$ cat src/rtl/pwm_mux_pkg.sv
package pwm_mux_pkg;

  localparam int unsigned DEF_CNT_W  = 16;
  localparam int unsigned DEF_FINE_W = 6;

  // Counter value at which the final coarse window of a period begins.
  function automatic int unsigned last_win_start(input int unsigned cnt_w,
                                                 input int unsigned fine_w);
    return (1 << cnt_w) - (1 << fine_w);
  endfunction

endpackage

$ cat src/rtl/pwm_duty_ram.sv
module pwm_duty_ram #(
  parameter int unsigned AW = 7,
  parameter int unsigned DW = 16,
  localparam int unsigned DEPTH = 1 << AW
) (
  input  logic          clk_i,
  input  logic          we_i,
  input  logic [AW-1:0] waddr_i,
  input  logic [DW-1:0] wdata_i,
  input  logic [AW-1:0] raddr_i,
  output logic [DW-1:0] rdata_o
);

  logic [DW-1:0] mem [DEPTH];
  logic [DW-1:0] rdata_q;

  // One write port and one registered read port (one clock of latency).
  always_ff @(posedge clk_i) begin
    if (we_i) begin
      mem[waddr_i] <= wdata_i;
    end
    rdata_q <= mem[raddr_i];
  end

  assign rdata_o = rdata_q;

endmodule

$ cat src/rtl/pwm_coarse_arm.sv
module pwm_coarse_arm #(
  parameter int unsigned CNT_W  = 16,
  parameter int unsigned FINE_W = 6,
  localparam int unsigned CH_N  = (1 << FINE_W) - 1,
  localparam int unsigned CRS_W = CNT_W - FINE_W
) (
  input  logic                          clk_i,
  input  logic                          rst_ni,
  input  logic [CNT_W-1:0]              cnt_i,
  input  logic [CNT_W-1:0]              rdata_i,
  output logic [CH_N-1:0]               armed_o,
  output logic [CH_N-1:0][FINE_W-1:0]   fine_o
);

  // Stage registers that travel alongside the memory read.
  logic [FINE_W-1:0] chan_q, chan_d;
  logic [CRS_W-1:0]  tgt_q, tgt_d;
  logic              vld_q;

  logic [CH_N-1:0]             pend_q, pend_d, pend_hit;
  logic [CH_N-1:0]             arm_q, arm_d;
  logic [CH_N-1:0][FINE_W-1:0] pfine_q, pfine_d, pfine_hit;
  logic [CH_N-1:0][FINE_W-1:0] afine_q, afine_d;
  logic                        hit;
  logic                        win_end;

  always_comb begin
    chan_d  = cnt_i[FINE_W-1:0];
    // The entry read now is compared against the coarse window that follows.
    tgt_d   = CRS_W'(cnt_i[CNT_W-1:FINE_W] + CRS_W'(1));
    win_end = (cnt_i[FINE_W-1:0] == '1);

    // One shared coarse comparator; the spare last slot absorbs read latency.
    hit = vld_q && (chan_q != '1) && (rdata_i[CNT_W-1:FINE_W] == tgt_q);

    pend_hit  = pend_q;
    pfine_hit = pfine_q;
    if (hit) begin
      pend_hit[chan_q]  = 1'b1;
      pfine_hit[chan_q] = rdata_i[FINE_W-1:0];
    end

    pend_d  = pend_hit;
    pfine_d = pfine_hit;
    arm_d   = arm_q;
    afine_d = afine_q;
    if (win_end) begin
      arm_d   = pend_hit;
      afine_d = pfine_hit;
      pend_d  = '0;
    end
  end

  always_ff @(posedge clk_i or negedge rst_ni) begin
    if (!rst_ni) begin
      chan_q  <= '0;
      tgt_q   <= '0;
      vld_q   <= 1'b0;
      pend_q  <= '0;
      arm_q   <= '0;
      pfine_q <= '0;
      afine_q <= '0;
    end else begin
      chan_q  <= chan_d;
      tgt_q   <= tgt_d;
      vld_q   <= 1'b1;
      pend_q  <= pend_d;
      arm_q   <= arm_d;
      pfine_q <= pfine_d;
      afine_q <= afine_d;
    end
  end

  assign armed_o = arm_q;
  assign fine_o  = afine_q;

endmodule

$ cat src/rtl/pwm_fine_bank.sv
module pwm_fine_bank #(
  parameter int unsigned FINE_W = 6,
  localparam int unsigned CH_N  = (1 << FINE_W) - 1
) (
  input  logic                        clk_i,
  input  logic                        rst_ni,
  input  logic                        live_i,
  input  logic                        wrap_i,
  input  logic [FINE_W-1:0]           fine_cnt_i,
  input  logic [CH_N-1:0]             armed_i,
  input  logic [CH_N-1:0][FINE_W-1:0] fine_i,
  output logic [CH_N-1:0]             pwm_o
);

  for (genvar k = 0; k < CH_N; k++) begin : g_ch
    logic fire;
    logic out_q, out_d;

    // Small per-channel comparator, active only inside its armed window.
    assign fire = armed_i[k] && (fine_i[k] == fine_cnt_i);

    always_comb begin
      out_d = out_q;
      if (live_i && wrap_i) begin
        out_d = 1'b1;
      end
      if (fire) begin
        out_d = 1'b0;  // clear wins, so a zero duty never shows a pulse
      end
    end

    always_ff @(posedge clk_i or negedge rst_ni) begin
      if (!rst_ni) begin
        out_q <= 1'b0;
      end else begin
        out_q <= out_d;
      end
    end

    assign pwm_o[k] = out_q;
  end

endmodule

$ cat src/rtl/pwm_mux_gen.sv
module pwm_mux_gen #(
  parameter int unsigned CNT_W  = pwm_mux_pkg::DEF_CNT_W,
  parameter int unsigned FINE_W = pwm_mux_pkg::DEF_FINE_W,
  localparam int unsigned CH_N  = (1 << FINE_W) - 1
) (
  input  logic              clk_i,
  input  logic              rst_ni,
  input  logic              wr_en_i,
  input  logic [FINE_W-1:0] wr_ch_i,
  input  logic [CNT_W-1:0]  wr_duty_i,
  input  logic              swap_req_i,
  output logic [CH_N-1:0]   pwm_o
);

  // The read bank flips on the edge that enters the last coarse window.
  localparam logic [CNT_W-1:0] SW_CNT =
    CNT_W'(pwm_mux_pkg::last_win_start(CNT_W, FINE_W) - 1);

  logic [CNT_W-1:0] cnt_q, cnt_d;
  logic rd_bank_q, rd_bank_d;
  logic swap_pend_q, swap_pend_d;
  logic started_q, started_d;
  logic live_q, live_d;
  logic wrap;

  logic [CNT_W-1:0]             rd_data;
  logic [CH_N-1:0]              armed;
  logic [CH_N-1:0][FINE_W-1:0]  fine_val;

  always_comb begin
    cnt_d       = cnt_q + CNT_W'(1);
    rd_bank_d   = rd_bank_q;
    started_d   = started_q;
    swap_pend_d = swap_pend_q | swap_req_i;
    if (cnt_q == SW_CNT) begin
      rd_bank_d   = rd_bank_q ^ (swap_pend_q | swap_req_i);
      started_d   = started_q | swap_pend_q | swap_req_i;
      swap_pend_d = 1'b0;
    end
    live_d = (cnt_q == '1) ? started_q : live_q;
    wrap   = (cnt_q == '0);
  end

  always_ff @(posedge clk_i or negedge rst_ni) begin
    if (!rst_ni) begin
      cnt_q       <= '0;
      rd_bank_q   <= 1'b0;
      swap_pend_q <= 1'b0;
      started_q   <= 1'b0;
      live_q      <= 1'b0;
    end else begin
      cnt_q       <= cnt_d;
      rd_bank_q   <= rd_bank_d;
      swap_pend_q <= swap_pend_d;
      started_q   <= started_d;
      live_q      <= live_d;
    end
  end

  pwm_duty_ram #(
    .AW(FINE_W + 1),
    .DW(CNT_W)
  ) u_ram (
    .clk_i  (clk_i),
    .we_i   (wr_en_i),
    .waddr_i({~rd_bank_q, wr_ch_i}),
    .wdata_i(wr_duty_i),
    .raddr_i({rd_bank_q, cnt_q[FINE_W-1:0]}),
    .rdata_o(rd_data)
  );

  pwm_coarse_arm #(
    .CNT_W (CNT_W),
    .FINE_W(FINE_W)
  ) u_arm (
    .clk_i  (clk_i),
    .rst_ni (rst_ni),
    .cnt_i  (cnt_q),
    .rdata_i(rd_data),
    .armed_o(armed),
    .fine_o (fine_val)
  );

  pwm_fine_bank #(
    .FINE_W(FINE_W)
  ) u_fine (
    .clk_i     (clk_i),
    .rst_ni    (rst_ni),
    .live_i    (live_q),
    .wrap_i    (wrap),
    .fine_cnt_i(cnt_q[FINE_W-1:0]),
    .armed_i   (armed),
    .fine_i    (fine_val),
    .pwm_o     (pwm_o)
  );

endmodule

$ cat config.mk
export PLATFORM = sky130hd
export DESIGN_NAME = pwm_mux_gen
export DESIGN_NICKNAME = d
export VERILOG_FILES = /design/src/rtl/pwm_mux_pkg.sv /design/src/rtl/pwm_duty_ram.sv /design/src/rtl/pwm_coarse_arm.sv /design/src/rtl/pwm_fine_bank.sv /design/src/rtl/pwm_mux_gen.sv
export SDC_FILE = /design/constraint.sdc
export NUM_CORES = 2
export LEC_CHECK = 0
export BUFFER_PORTS_ARGS = -buffer_cell sky130_fd_sc_hd__buf_4
export CORE_MARGIN = 2
export CORE_UTILIZATION = 45
export CTS_BUF_LIST = sky130_fd_sc_hd__clkbuf_16
export DETAILED_ROUTE_END_ITERATION = 6
export PLACE_DENSITY = 0.63
export SLEW_MARGIN = 20
export SYNTH_ARGS = -nofsm -noshare
export SYNTH_HDL_FRONTEND = slang
export SYNTH_HIERARCHICAL = 1
export SYNTH_SLANG_ARGS = --single-unit
$ cat constraint.sdc
create_clock -name clk_i -period 8.2 [get_ports clk_i]
set_input_delay 0.41 -clock clk_i [delete_from_list [all_inputs] [get_ports clk_i]]
set_output_delay 0.41 -clock clk_i [all_outputs]
set_load 0.02 [all_outputs]
* Yosys cells after proc, flatten, opt, wreduce, memory -nomap -nowiden *
Memory sizes are Yosys's and may differ from the RTL's. A register that Yosys moved wholly into a read port is not among the register bits.
Index checks and enable logic that the tools add are counted.

word-level totals
  memories kept = 1
  memory bits (writable) = 2048
  register bits after elaboration = 982
  output and inout bits = 63

memory list
  name       words  bits a word  read ports  clocked after Yosys merged registers in  write ports  RTL line            RTL
  u_ram.mem  128    16           1           1                                        1            pwm_duty_ram.sv:14  logic [DW-1:0] mem [DEPTH];

cells by class
  equal/unequal tests = 68
  reductions and logical operators = 131
  muxes and demuxes = 75
  $add $sub $neg = 2
  bitwise gates (word level) = 6
  $lt $le $gt $ge = 2

operator list
  operator                 count
  $bwmux W378              1
  $eq A6 B6 Y1             63
  $mux W378                1
  $mux W63                 2
  $reduce_bool A2 Y1       63
  $mux W1                  68
  $logic_and A1 B1 Y1      67
  $or A63 B63 Y63          1
  $demux W6 S6             1
  $eq A16 B16 Y1 const B   2
  $add A16 B1 Y16 const B  1
  $logic_not A16 Y1        1
  $add A10 B1 Y10 const B  1
  $eq A10 B10 Y1           1
  $lt A6 B7 Y1 const B     1
  $demux W1 S6             1
  $eq A6 B6 Y1 const B     1
  $ge A6 B1 Y1 const B     1
  $mux W6                  1
  $ne A6 B6 Y1 const B     1
  $or A1 B1 Y1             3
  $not A1 Y1               1
  $xor A1 B1 Y1            1

* Longest topological paths before layout *
  depth after elaboration = 7
  mapped depth = 9
  depth with buffers taken out = 6

* By module *
Netlist, hierarchy kept.

modules (own cells, without submodules)
  module          area an instance (sq um)  cells an instance  instances
  pwm_duty_ram    78522.8                   3086               1
  pwm_coarse_arm  37166.9                   3164               1
  pwm_fine_bank   7248.2                    743                1
  pwm_mux_gen     929.6                     81                 1

* Least setup slack after synthesis *
No wires, ideal clock.

  path kind = reg2reg
  start point = reg cnt_q[0]
  end point = reg u_ram.rdata_q[0] (netlist: u_ram/rdata_o[0]) (read register of u_ram.mem)
  clock period less this slack = 2970 ps
  arrival time = 2849 ps
  path buffers = 2
  stages on the path, launching flop included = 7
  path slack = 5230 ps
  data required time = 8079 ps
  path through = dfrtp_1 > buf_2 > buf_1 > mux4_2 > mux4_2 > mux4_2 > mux2_2

RTL lines
  element                 RTL line            RTL
  from (decl)             pwm_mux_gen.sv:19   logic [CNT_W-1:0] cnt_q, cnt_d;
  from (signal assigned)  pwm_mux_gen.sv:52   cnt_q <= cnt_d;
  to (decl)               pwm_duty_ram.sv:15  logic [DW-1:0] rdata_q;

==> run_results.csv <==
group,metric,value,unit
outcome,status,"complete, no violations",
global_routing,grt_pass1_wl,457000,um
yosys,synth-seq-cells,3046,
clock_tree,cts-resized-gates,0,
timing,fin_crit_sh,56.8,%
global_routing,grt_max_degree,189,
flow_run,drv_cap,0,
routing,ant_nets,0,
routing,wl_met1,129000,um
cells_and_area,drive_gt1_share,25.0,%
floorplan,design.die.area,0.279,sq mm
timing,finalCriticalPeriod,4.66,ns
critical_path,r2r_setup_slack,3.54,ns
critical_path,cp-start-kind,"register",
floorplan,core,0.274,sq mm
clock_tree,clock_latency,0.94,ns
timing,tightest_slew,1.30,ns
worst_hold_path,hold_class,"primary input to register",
cells_and_area,area_growth,11.6,%
clock_tree,htreeDepth,5,
timing,setup_violations,0,
yosys,synth_edf_count,2048,
yosys,syn_avg_cell_area,17.5,sq um
routing,firstDrtPassIters,6,
floorplan,die_y,529,um
clock_tree,cts_made_buffers,323,
critical_path,rr_worst_depth,6,
timing,slew_headroom,13.4,%
timing,grt_setup_unrepaired,"no",
yosys,synth_cell_types,55,
pwr,ir_worst_vdd,0.000171,V
cells_and_area,final_nets,7169,
timing,finalSetupTns,0,ns
cells_and_area,final_util,50.5,%
critical_path,cp_max_fo,61,
critical_path,cp-startpoint,"cnt_q[2]",
floorplan,core.rowCount,192,
critical_path,endpoint_kind,"register",
routing,route.vias.total,65600,
clock_tree,clk_path_buf_depth,4,
clock_tree,clock-root-buffer,"clkbuf_16",
routing,post_drt_wl_per_cell,28.4,um
timing,skew,0.0698,ns
critical_path,critical_path_class,"register to register",
yosys,netlist_instances,7074,
global_routing,grt.overflow.total,0,
yosys,synth_nets,7103,
floorplan,io_pins,89,
yosys,synth_seq_area_share,69.7,%
critical_path,rr_startpoint,"cnt_q[2]",
clock_tree,postCtsSetupBuffers,0,
routing,top_layer,"met5",
global_routing,grt_usage,22.2,%
floorplan,die_x,529,um
pwr,p_per_area,221,mW/mm^2
timing,maxSlewViolCount,0,
yosys,netlist_area,0.124,sq mm
routing,dr_wl_met2,152000,um
global_routing,antenna_found_initial,21,
yosys,synth_warnings,6,
routing,wl_met3,21800,um
placement,hpwl,168000,um
routing,drtIter0Drc,7272,
yosys,synthFlopType,"edfxtp_1",
yosys,postSynth.asyncResetShare,32.2,%
routing,drc_errors,0,
routing,totalWireLength,312000,um
routing,vias_per_cell,5.97,
critical_path,cp.arrival,5.46,ns
critical_path,r2r-end,"u_ram/rdata_o[1]",
clock_tree,hold_buffers,9,
placement,gp_congestion,0.787,
critical_path,critPathCapture,"u_ram/rdata_o[1]",
clock_tree,clock_sinks,3046,
pwr,p_leak,49.5,nW
clock_tree,cts_tree,"yes",
timing,fmax,0.215,GHz
floorplan,start_util,45.3,%
clock_tree,clkTransAtPathRegs,0.06,ns
critical_path,cp.required,9.01,ns
global_routing,grt_pass1_vias,65300,
timing,finalHoldViolCount,0,
placement,port_buffers,88,
[per-layer routing]
layer  vias up  track usage, %
met5         -               0
met4         6            6.23
met1     35100            31.2
li1      27600               -
met2      2352            36.3
met3       447            3.15
[worst min path at each step]
stage          slack [ns]           from                 end  cells past startpoint
2_1_floorplan        0.11         rst_ni            cnt_q[0]                      0
3_3_place_gp         0.45      started_q           started_q                      1
3_5_place_dp         0.46      started_q           started_q                      1
4_1_cts              0.01  wr_duty_i[13]  u_ram/mem[116][13]                      1
5_1_grt              0.07  wr_duty_i[11]  u_ram/mem[118][11]                      1
6_report             0.04   wr_duty_i[3]    u_ram/mem[70][3]                      1
[flip-flops by register name (all words and copies together), names as in the netlist]
register / cells
cnt_q: 16
live_q: 1
rd_bank_q: 1
started_q: 1
swap_pend_q: 1
u_arm/armed_o: 63
u_arm/chan_q: 6
u_arm/fine_o: 378
u_arm/pend_q: 63
u_arm/pfine_q: 378
u_arm/tgt_q: 10
u_arm/vld_q: 1
u_fine/g_ch.out_q: 63
u_ram/mem: 2048
u_ram/rdata_o: 16
[area by class of cell]
class                   instances  area [sq um]
diodes                          8          20.0
clock inverters               244          1730
well taps                    3589          4490
fillers                     22000        135000
inverters                       5          18.8
clock buffers                 326          8160
repair buffers                324          2700
multi-input cells            3440         34600
flip-flops and latches       3046         86400
[Yosys cell counts (5+ instances only)]
library cell,instances,area [sq um]
nor2_1,315,1180
nor3_4,8,130
buf_1,54,203
o21ai_1,43,215
dfxtp_1,16,320
and2_1,8,50.1
inv_1,5,18.8
nor4_2,5,62.6
o22a_1,63,552
mux2_1,60,676
and4_1,6,52.6
buf_8,31,465
nand4_2,14,175
a221o_1,90,901
edfxtp_1,2048,61500
clkbuf_1,320,1200
xor2_1,9,78.8
nor4b_1,5,43.8
buf_4,64,480
mux4_2,672,15100
nand4_1,120,751
o21ai_0,6,30.0
nor2b_1,57,357
nor4bb_1,6,60.1
buf_2,99,495
nor4_4,16,340
buf_6,15,169
mux2_2,335,3770
xnor2_1,397,3480
nor3_1,13,65.1
o211ai_1,288,2160
and3_1,18,113
a21oi_1,15,75.1
nand2b_1,9,56.3
dfrtp_1,982,24600
nand3_1,374,1870
nand2_1,457,1720
[per-stage QoR]
| step | hold slack, ns | cells | worst slack, ns | total power [mW] | cell area, sq um |
|---|---|---|---|---|---|
| after floorplan | 0.114 | 7074 | 5.23 | 16.8 | 124000 |
| after global placement | 0.453 | 10400 | 3.55 | 17.1 | 128000 |
| after detailed placement | 0.455 | 10400 | 3.52 | 17.1 | 128000 |
| after CTS | 0.0144 | 11000 | 3.55 | 30.8 | 138000 |
| after global routing | 0.0733 | 11000 | 3.49 | 31.4 | 138000 |
| final | 0.0382 | 11000 | 3.54 | 30.5 | 138000 |
[critical path, cell delays in order (launching register included)]
cell,delay (ns)
dfrtp_4,1.00
buf_4,0.83
buf_4,0.74
mux4_2,0.41
mux4_2,0.49
mux4_2,0.64
mux2_2,0.32
[cell usage in the layout (no fill, tap or decap), types with 7 or more instances in the layout]
| cell type | n |
|---|---|
| a21oi_1 | 15 |
| nand2_1 | 451 |
| nand2b_1 | 9 |
| nor2b_1 | 57 |
| clkinv_2 | 52 |
| clkbuf_16 | 326 |
| dfxtp_1 | 10 |
| buf_12 | 15 |
| mux2_1 | 60 |
| o21ai_1 | 43 |
| o211ai_1 | 288 |
| bufinv_16 | 14 |
| dfrtp_1 | 975 |
| a221o_1 | 90 |
| dlygate4sd3_1 | 9 |
| edfxtp_1 | 2048 |
| mux2_2 | 335 |
| nand3_1 | 374 |
| clkinv_1 | 80 |
| nor4_4 | 18 |
| and3_1 | 17 |
| xor2_1 | 9 |
| nand4_1 | 120 |
| diode_2 | 8 |
| nor3_2 | 7 |
| nor2_2 | 17 |
| nor3_4 | 11 |
| nor2_1 | 298 |
| o22a_1 | 63 |
| xnor2_1 | 397 |
| buf_4 | 293 |
| inv_16 | 7 |
| nand4_2 | 14 |
| inv_1 | 74 |
| clkinv_16 | 7 |
| and2_1 | 7 |
| mux4_2 | 672 |
[kinds of logic after synthesis]
kind of cell / synth area share (%)
AND/OR/NAND/NOR: 5.83
AO/OA/AOI/OAI: 3.21
buffers and inverters: 2.45
adder cells (fa/ha/maj): 0.0303
XOR/XNOR: 2.92
other: 0.00303
flip-flops: 69.7
multiplexers: 15.8
[report_power, final]
group | switching [mW] | internal, mW | leakage, nW | total (mW)
registers | 0.00591 | 16.5 | 32.2 | 16.5
logic | 0.306 | 0.0355 | 12.1 | 0.341
clock network | 6.02 | 7.69 | 5.12 | 13.7
total | 6.34 | 24.2 | 49.5 | 30.5
No activity file was read; power rests on OpenSTA's default activity.
